**src/rtl/wide_div_pkg.sv**
```systemverilog
package wide_div_pkg;
  typedef enum logic [1:0] {
    ST_IDLE = 2'd0,
    ST_PREP = 2'd1,
    ST_ITER = 2'd2,
    ST_FIX  = 2'd3
  } div_state_t;

  typedef struct packed {
    logic n;
    logic z;
    logic v;
    logic c;
  } div_flags_t;
endpackage

```
**src/rtl/wdiv_prep.sv**
```systemverilog
// Operand conditioning: dividend extension, magnitudes, sign bookkeeping
module wdiv_prep #(
  parameter int W = 32
) (
  input  logic [W-1:0] hi_in,
  input  logic [W-1:0] lo_in,
  input  logic [W-1:0] dvs_in,
  input  logic         sgn,
  input  logic         wide,
  output logic [W-1:0] mag_hi,
  output logic [W-1:0] mag_lo,
  output logic [W-1:0] dmag,
  output logic         quo_neg,
  output logic         dvd_neg,
  output logic         dz,
  output logic         early_ovf
);
  logic [W-1:0]   hi_ext;
  logic [2*W-1:0] cat;
  logic [2*W-1:0] cat_mag;

  always_comb begin
    if (wide)
      hi_ext = hi_in;
    else if (sgn)
      hi_ext = {W{lo_in[W-1]}};
    else
      hi_ext = '0;
    cat     = {hi_ext, lo_in};
    dvd_neg = sgn & hi_ext[W-1];
    cat_mag = dvd_neg ? -cat : cat;
    mag_hi  = cat_mag[2*W-1:W];
    mag_lo  = cat_mag[W-1:0];
    dmag    = (sgn & dvs_in[W-1]) ? -dvs_in : dvs_in;
    quo_neg = sgn & (hi_ext[W-1] ^ dvs_in[W-1]);
    dz      = (dvs_in == '0);
    // quotient cannot fit when the high word already reaches the divisor
    early_ovf = (dmag <= mag_hi);
  end
endmodule

```
**src/rtl/wdiv_step.sv**
```systemverilog
// One restoring step: shift pair left, keep the carry, conditional subtract
module wdiv_step #(
  parameter int W = 32
) (
  input  logic [W-1:0] hi_in,
  input  logic [W-1:0] lo_in,
  input  logic [W-1:0] q_in,
  input  logic [W-1:0] dmag,
  output logic [W-1:0] hi_out,
  output logic [W-1:0] lo_out,
  output logic [W-1:0] q_out
);
  logic [W-1:0] sh;
  logic         carry;
  logic         take;

  always_comb begin
    carry  = hi_in[W-1];
    sh     = {hi_in[W-2:0], lo_in[W-1]};
    take   = carry | (sh >= dmag);
    hi_out = take ? (sh - dmag) : sh;
    lo_out = {lo_in[W-2:0], 1'b0};
    q_out  = {q_in[W-2:0], take};
  end
endmodule

```
**src/rtl/wdiv_fix.sv**
```systemverilog
// Post-correction: sign restore, signed range check, flag formation
module wdiv_fix #(
  parameter int W = 32
) (
  input  logic [W-1:0]             q_mag,
  input  logic [W-1:0]             r_mag,
  input  logic                     sgn,
  input  logic                     quo_neg,
  input  logic                     dvd_neg,
  input  logic                     dz,
  input  logic                     early_ovf,
  output logic [W-1:0]             quot,
  output logic [W-1:0]             rem,
  output wide_div_pkg::div_flags_t flags,
  output logic                     wr
);
  localparam logic [W-1:0] NEG_LIM = {1'b1, {(W-1){1'b0}}};
  localparam logic [W-1:0] POS_LIM = {1'b0, {(W-1){1'b1}}};

  logic q_over;
  logic bad;

  always_comb begin
    q_over = sgn & (q_mag > (quo_neg ? NEG_LIM : POS_LIM));
    bad    = early_ovf | q_over;
    quot   = quo_neg ? -q_mag : q_mag;
    rem    = dvd_neg ? -r_mag : r_mag;
    wr     = ~dz & ~bad;
    flags.c = 1'b0;
    if (dz) begin
      flags.n = 1'b0;
      flags.z = 1'b0;
      flags.v = 1'b0;
    end else if (bad) begin
      flags.n = 1'b1;
      flags.z = 1'b0;
      flags.v = 1'b1;
    end else begin
      flags.n = quot[W-1];
      flags.z = (quot == '0);
      flags.v = 1'b0;
    end
  end
endmodule

```
**src/rtl/wide_div_core.sv**
```systemverilog
module wide_div_core #(
  parameter int DATA_W   = 32,
  parameter int CTL_W    = 16,
  parameter int SIGN_POS = 11,
  parameter int WIDE_POS = 10
) (
  input  logic              clk,
  input  logic              rst,
  input  logic              start,
  input  logic [CTL_W-1:0]  ctl_word,
  input  logic [DATA_W-1:0] hi_val,
  input  logic [DATA_W-1:0] lo_val,
  input  logic [DATA_W-1:0] dvs_val,
  output logic              busy,
  output logic              done,
  output logic [DATA_W-1:0] quotient,
  output logic [DATA_W-1:0] remainder,
  output logic              flag_n,
  output logic              flag_z,
  output logic              flag_v,
  output logic              flag_c,
  output logic              div_zero,
  output logic              wr_en
);
  import wide_div_pkg::*;

  localparam int               CNT_W = $clog2(DATA_W);
  localparam logic [CNT_W-1:0] LAST  = CNT_W'(DATA_W - 1);

  div_state_t        state;
  logic [CNT_W-1:0]  step_cnt;
  logic [DATA_W-1:0] op_hi, op_lo, op_dvs;
  logic              op_sgn, op_wide;
  logic [DATA_W-1:0] acc_hi, acc_lo, acc_q, dmag_q;
  logic              quo_neg_q, dvd_neg_q, dz_q, eovf_q;

  logic [DATA_W-1:0] p_hi, p_lo, p_dmag;
  logic              p_qneg, p_dneg, p_dz, p_eovf;
  logic [DATA_W-1:0] s_hi, s_lo, s_q;
  logic [DATA_W-1:0] f_quot, f_rem;
  div_flags_t        f_flags;
  logic              f_wr;

  wdiv_prep #(.W(DATA_W)) prep_i (
    .hi_in(op_hi), .lo_in(op_lo), .dvs_in(op_dvs),
    .sgn(op_sgn), .wide(op_wide),
    .mag_hi(p_hi), .mag_lo(p_lo), .dmag(p_dmag),
    .quo_neg(p_qneg), .dvd_neg(p_dneg), .dz(p_dz), .early_ovf(p_eovf)
  );

  wdiv_step #(.W(DATA_W)) step_i (
    .hi_in(acc_hi), .lo_in(acc_lo), .q_in(acc_q), .dmag(dmag_q),
    .hi_out(s_hi), .lo_out(s_lo), .q_out(s_q)
  );

  wdiv_fix #(.W(DATA_W)) fix_i (
    .q_mag(acc_q), .r_mag(acc_hi), .sgn(op_sgn),
    .quo_neg(quo_neg_q), .dvd_neg(dvd_neg_q), .dz(dz_q), .early_ovf(eovf_q),
    .quot(f_quot), .rem(f_rem), .flags(f_flags), .wr(f_wr)
  );

  always_ff @(posedge clk) begin
    if (rst) begin
      state     <= ST_IDLE;
      step_cnt  <= '0;
      op_hi     <= '0;
      op_lo     <= '0;
      op_dvs    <= '0;
      op_sgn    <= 1'b0;
      op_wide   <= 1'b0;
      acc_hi    <= '0;
      acc_lo    <= '0;
      acc_q     <= '0;
      dmag_q    <= '0;
      quo_neg_q <= 1'b0;
      dvd_neg_q <= 1'b0;
      dz_q      <= 1'b0;
      eovf_q    <= 1'b0;
      busy      <= 1'b0;
      done      <= 1'b0;
      quotient  <= '0;
      remainder <= '0;
      flag_n    <= 1'b0;
      flag_z    <= 1'b0;
      flag_v    <= 1'b0;
      flag_c    <= 1'b0;
      div_zero  <= 1'b0;
      wr_en     <= 1'b0;
    end else begin
      done     <= 1'b0;
      wr_en    <= 1'b0;
      div_zero <= 1'b0;
      unique case (state)
        ST_IDLE: begin
          if (start) begin
            op_hi   <= hi_val;
            op_lo   <= lo_val;
            op_dvs  <= dvs_val;
            op_sgn  <= ctl_word[SIGN_POS];
            op_wide <= ctl_word[WIDE_POS];
            busy    <= 1'b1;
            state   <= ST_PREP;
          end
        end
        ST_PREP: begin
          acc_hi    <= p_hi;
          acc_lo    <= p_lo;
          acc_q     <= '0;
          dmag_q    <= p_dmag;
          quo_neg_q <= p_qneg;
          dvd_neg_q <= p_dneg;
          dz_q      <= p_dz;
          eovf_q    <= p_eovf;
          step_cnt  <= '0;
          state     <= ST_ITER;
        end
        ST_ITER: begin
          acc_hi   <= s_hi;
          acc_lo   <= s_lo;
          acc_q    <= s_q;
          step_cnt <= step_cnt + 1'b1;
          if (step_cnt == LAST)
            state <= ST_FIX;
        end
        ST_FIX: begin
          done     <= 1'b1;
          busy     <= 1'b0;
          wr_en    <= f_wr;
          div_zero <= dz_q;
          flag_n   <= f_flags.n;
          flag_z   <= f_flags.z;
          flag_v   <= f_flags.v;
          flag_c   <= f_flags.c;
          if (f_wr) begin
            quotient  <= f_quot;
            remainder <= f_rem;
          end
          state <= ST_IDLE;
        end
        default: state <= ST_IDLE;
      endcase
    end
  end
endmodule

```
**config.mk**
```make
export PLATFORM = sky130hd
export DESIGN_NAME = wide_div_core
export DESIGN_NICKNAME = d
export VERILOG_FILES = /design/src/rtl/wide_div_pkg.sv /design/src/rtl/wdiv_prep.sv /design/src/rtl/wdiv_step.sv /design/src/rtl/wdiv_fix.sv /design/src/rtl/wide_div_core.sv
export SDC_FILE = /design/constraint.sdc
export NUM_CORES = 1
export LEC_CHECK = 0
export BUFFER_PORTS_ARGS = -buffer_cell sky130_fd_sc_hd__buf_2
export CORE_AREA = 2 2 218 166
export CTS_CLUSTER_DIAMETER = 80
export DETAILED_ROUTE_END_ITERATION = 10
export DIE_AREA = 0 0 220 168
export GPL_TIMING_DRIVEN = 0
export PLACE_DENSITY_LB_ADDON = 0.12
export SETUP_SLACK_MARGIN = 0.3
export SLEW_MARGIN = 0
export SYNTH_ARGS = -nofsm -noshare
export SYNTH_HDL_FRONTEND = slang
export SYNTH_SLANG_ARGS = --single-unit
```
**constraint.sdc**
```tcl
create_clock -name clk -period 6.68 [get_ports clk]
set_input_delay 1.336 -clock clk [delete_from_list [all_inputs] [get_ports clk]]
set_output_delay 1.336 -clock clk [all_outputs]
set_load 0.005 [all_outputs]
```
# Yosys cells after proc, flatten, opt, wreduce, memory -nomap -nowiden
# Cells that the tools add are included.
[totals]
regBits = 308
in_bits = 115
out_inout_bits = 72
word_cells = 80
[classes]
addsub = 6
magnitude_cmp = 3
n_eq_ne = 6
muxes = 20
bitwise_logic = 11
n_reduce_logical = 10
[ops]
columns = ["op", "n"]
rows = [
  ["32-bit 2-to-1 mux", 7],
  ["32-bit one-hot mux with 2 select lines", 3],
  ["32-bit negator", 3],
  ["32-bit zero test", 2],
  ["64-bit 2-to-1 mux", 1],
  ["64-bit negator", 1],
  ["32-bit greater-or-equal comparator", 1],
  ["32-bit > comparator", 1],
  ["32-bit less-or-equal comparator", 1],
  ["32-bit subtractor", 1],
  ["5-bit one-hot mux with 2 select lines", 1],
  ["2-bit one-hot mux with 4 select lines", 1],
  ["2-bit AND reduction", 4],
  ["3-bit 2-to-1 mux", 2],
  ["5-bit by 1-bit adder with 5-bit output (second input constant)", 1],
  ["1-bit bitwise AND", 5],
  ["5-bit == test (second input constant)", 1],
  ["2-bit == test (second input constant)", 2],
  ["2-bit 2-to-1 mux", 2],
  ["2-bit != test (second input constant)", 2],
  ["2-bit nonzero test", 2],
  ["1-bit inverter", 3],
  ["2-bit by 1-bit == test with 1-bit output (second input constant)", 1],
  ["2-bit zero test", 1],
  ["other kinds (5)", 7],
]

# Depth between registers and ports, before layout
[logic_depth]
ltp_word = 7
depth_mapped = 19
mapped_depth_nobuf = 19

# Cells and area by module
# Synthesis repeated with hierarchy kept, for this count alone.
[unflattened]
hier_cells = 2607
hier_area_um2 = 20649.8
[modules_own_cells]
columns = ["mod", "n_inst", "cells_each", "area_each_um2", "seq_area_each_um2"]
rows = [
  ["wide_div_core", 1, 1283, 11265.8, 6185.9],
  ["wdiv_prep", 1, 562, 3821.2, 0.0],
  ["wdiv_step", 1, 410, 3060.4, 0.0],
  ["wdiv_fix", 1, 352, 2502.4, 0.0],
]

# Worst setup path after synthesis
# OpenSTA, ideal clock, no wires.
[synth_timing]
kind = "flip-flop to flip-flop"
startpoint = "register op_dvs[2]"
endpoint = "register eovf_q"
setup_time_ps = 92
arrival_time_ps = 3866
t_required_ps = 6588
setup_slack_ps = 2721
stages_incl_launch_ff = 18
n_path_buf = 0
period_less_slack_ps = 3959
cell_sequence = "dfxtp_1 or4_1 nor4b_1 nor3b_1 nand2_1 nor4_1 nor2_1 xor2_1 ha_1 a21o_1 a21o_1 a21o_1 a21o_1 a21oi_1 nor2b_1 o21ai_0 o211ai_1 o32ai_1"
[synth_via]
elab_chain_cells = 3
[synth_lines]
columns = ["item", "line_no", "rtl"]
rows = [
  ["from (decl)", "wide_div_core.sv:32", "logic [DATA_W-1:0] op_hi, op_lo, op_dvs;"],
  ["from (signal assigned)", "wide_div_core.sv:98", "op_dvs <= dvs_val;"],
  ["32-bit negator", "wdiv_prep.sv:34", "dmag = (sgn & dvs_in[W-1]) ? -dvs_in : dvs_in;"],
  ["32-bit 2-to-1 mux", "wdiv_prep.sv:34", ""],
  ["net p_dmag[25]", "wide_div_core.sv:37", "logic [DATA_W-1:0] p_hi, p_lo, p_dmag;"],
  ["32-bit less-or-equal comparator", "wdiv_prep.sv:38", "early_ovf = (dmag <= mag_hi);"],
  ["to (signal assigned)", "wide_div_core.sv:113", "eovf_q <= p_eovf;"],
  ["to (decl)", "wide_div_core.sv:35", "logic quo_neg_q, dvd_neg_q, dz_q, eovf_q;"],
]
# The timed path passes the listed nets, and every way through them passes these cells.
# A chain may end at the register's enable or synchronous reset.

# Worst setup path in the final report
[layout_timing]
startpoint = "register quo_neg_q"
endpoint = "register remainder[2]"
[layout_via]
elab_chain_cells = 7
[layout_lines]
columns = ["item", "line_no", "rtl"]
rows = [
  ["from (decl)", "wide_div_core.sv:35", ""],
  ["from (signal assigned)", "wide_div_core.sv:110", "quo_neg_q <= p_qneg;"],
  ["32-bit 2-to-1 mux", "wdiv_fix.sv:24", "q_over = sgn & (q_mag > (quo_neg ? NEG_LIM : POS_LIM));"],
  ["32-bit > comparator", "wdiv_fix.sv:24", ""],
  ["1-bit bitwise AND", "wdiv_fix.sv:24", ""],
  ["1-bit bitwise OR", "wdiv_fix.sv:25", "bad = early_ovf | q_over;"],
  ["1-bit inverter", "wdiv_fix.sv:28", "wr = ~dz & ~bad;"],
  ["1-bit bitwise AND", "wdiv_fix.sv:28", ""],
  ["2-bit AND reduction (no source line)", "--", ""],
  ["to (signal assigned)", "wide_div_core.sv:136", "remainder <= f_rem;"],
  ["to (decl)", "wide_div_core.sv:17", "output logic [DATA_W-1:0] remainder,"],
]
# Every way passes these cells.

==> run metrics <==
Max Slew Vio Count 0; clk_skew around 32 ps; dpl cells 3,121; Sw Share approximately 46%; WS Path Type reg2reg; worst reg-to-reg path cell count 11; Gate power share about half; final setup fails 0; number of enable flip-flop cells after synthesis 0; final cell count without fillers 3,181; Power Total roughly 9.2 mW; number of library cell types mapped by synthesis 81; Die Span Y 168 microns; Area contributors post-synth dfxtp_1 33%, nand2_1 7.9%, a21oi_1 7.5%; Peak VDD IR between 0.2 and 0.25 mV; #FFs+latches synth between 300 and 400; critical path's slowest cell dfxtp_1; Top FF cell, synth dfxtp_1; FMAX roughly 0.18 GHz; slowest stage delay, CP 1140 ps; # Post-CTS Setup Buffers 0; clock sink total approximately 310; Port Buffers 171; Startpoint Class flip-flop; synth-to-layout area growth 13.6%; vias in the first global route 17,400; Max Root-Sink Buffers 3; DR iter-0 viols 1,936; CTS Hold Buffers Added 0; Vias/cell between 6 and 7; total track usage around a third; CTS Root Cell clkbuf_16; Pint slightly below 5 mW; Clk Latency, worst-skew pair about 550 ps; Crit Path Max Fanout 33; DR vias ~19,000; Net Sw Power roughly 4.2 mW; Setup WS post-layout ~1200 ps; CP Data Arrival Time slightly below 6000 ps; initial antenna violation count 0; Starting Density between 50% and 60%; Final ANT Viol Nets 0; GP Congestion roughly 1; fill count about 3,200; row count 60; placed wire-length estimate a little over 50 mm; io pins between 150 and 200; Worst slew margin between 10% and 20%; largest net degree at the start of global routing 34; layout cell share with drive strength beyond 1 9.72%; die width 220 microns; Cell Chain, Critical Path clkinv_1 > ha_1 > nand4_1 > nor4_1 > nand2_1 > a21oi_1 > o21ba_2 > clkbuf_1 > clkbuf_1 > clkbuf_1 > a211oi_1; Fin Hold WS approximately 470 ps; Post-Syn Nets about 2,700; register share of total power between 20% and 30%; number of diodes 0; max-capacitance violation count 0; cell area after layout 0.0215 sq mm; WL per Instance ~20 microns; worst slack at placement roughly 1300 ps; post-layout min period around 5500 ps; crit path buf inv count 4; total global routing overflow 0; CTS Buf Count 34; Crit path depth 11; CTS tree yes; total negative slack 0 ps; part of the power in the clock network between 20% and 30%; RSZ-0062 raised after global routing false; CORE AREA 0.0351 sq mm; FFs w/ async S/R, synth 0%; most common cell in the synthesized netlist nand2_1; WL final 64.4 mm; Post-CTS Resized 0; worst path required time 7060 ps; Post-Synthesis Cell Area roughly 0.019 sq mm; fin crit share around four fifths; fin util approximately 61%; crit end category flip-flop; Critical Path Most Common Cell clkbuf_1; post-placement cell area between 0.02 and 0.025 sq mm; Ys Warns 0; drt pass-1 iters 6; top-area cell type share of the netlist area between 30% and 40%; register area share after synthesis around 33%; die area about 0.037 sq mm; P per Cell Area approximately 430 mW/mm^2; Final Net Count 2,914; Worst-path clk slew approximately 60 ps; Slew @ Worst Pin around 1300 ps; Mapped Cells roughly 2,500; biggest area consumer among synthesized cells dfxtp_1; Static Leakage 8.86 nW; first-pass GRT wire length ~100 mm; Hold Path Class reg2reg; H-tree depth 2; Top delay family on crit path buffers and inverters; outcome completed; DRC Markers 0; hold path cells 2; Final Hold Viols 0; synth cell count leaders 401 x nand2_1, 308 x dfxtp_1, 284 x a21oi_1, 240 x nor2_1, 143 x clkbuf_1; Avg Inst Size Synth around 7.6 sq um
-- power by group through the flow --
stage	Sequential, mW	Clock, mW	Combinational [mW]
5_1_grt	2.50	2.06	5.19
4_1_cts	2.46	1.98	4.65
3_3_place_gp	2.48	0	4.57
2_1_floorplan	2.38	0	3.35
3_5_place_dp	2.50	0	4.62
6_report	2.47	1.97	4.77
-- sequential cells by signal, summed over array words and instances (netlist names), 2 cells and up --
register   flops
acc_hi        32
acc_lo        32
remainder     32
dmag_q        32
acc_q         32
quotient      32
step_cnt       5
op_hi         32
op_lo         32
op_dvs        32
state          2
-- cell type report --
class | count | area (sq um) | share of cell area [%]
plain buffers | 166 | 644 | 3.00
clock buffers | 47 | 970 | 4.51
clock inverters | 13 | 171 | 0.797
inverters | 61 | 229 | 1.06
multi-input cells | 1950 | 11900 | 55.3
flip-flops and latches | 308 | 6170 | 28.7
well taps | 465 | 582 | 2.70
repair buffers | 171 | 856 | 3.98
-- path summary, 6_finish.rpt --
kind / from / endpoint / slack (ps)
worst max-delay path: quo_neg_q / remainder[2] / 1200
worst min register to register: acc_lo[0] / acc_lo[0] / 470
worst max register to register: quo_neg_q / remainder[2] / 1200
worst min-delay path: acc_lo[0] / acc_lo[0] / 470
-- tightest hold or removal path, delay by kind of cell (launching register included) --
family / cells / cell delay (ps)
AOI/OAI and AO/OA: 1 / 50
DFF: 1 / 310
and+or+nand+nor: 1 / 60
-- per-layer routing --
metal  routed length [microns]  track usage [%]
met1                     29900             49.5
met2                     26800             51.0
met3                      6080             6.52
met5                         0                0
met4                      1600             8.96
-- placed cells by master (no fill, tap or decap), types with 26 or more instances in the layout --
master	netlist	final
a21oi_1	284	284
inv_1	59	59
a21o_1	37	37
nand3_1	52	52
mux2i_1	70	70
nand4_1	26	26
o31ai_1	33	33
ha_1	106	106
clkbuf_1	143	149
nand2_1	401	401
o21ai_0	122	122
nor2_1	240	240
buf_2	2	173
clkbuf_16	0	34
nor3_1	39	39
xnor2_1	51	51
a211oi_1	78	78
xor2_1	115	115
dfxtp_1	308	308
-- cells by family (layout without fill, tap and decap cells) --
| kind of cell | Yosys count | after routing | synth area share, % |
|---|---|---|---|
| buffers and inverters | 227 | 458 | 4.61 |
| other | 1 | 1 | 0.0198 |
| muxes | 71 | 71 | 3.76 |
| and+or+nand+nor | 909 | 909 | 21.5 |
| adders and majority gates | 107 | 107 | 7.11 |
| xor gates and xnor gates | 167 | 167 | 7.76 |
| DFF | 308 | 308 | 32.6 |
| AOI/OAI and AO/OA | 695 | 695 | 22.6 |
No activity file was read; power rests on OpenSTA's default activity.
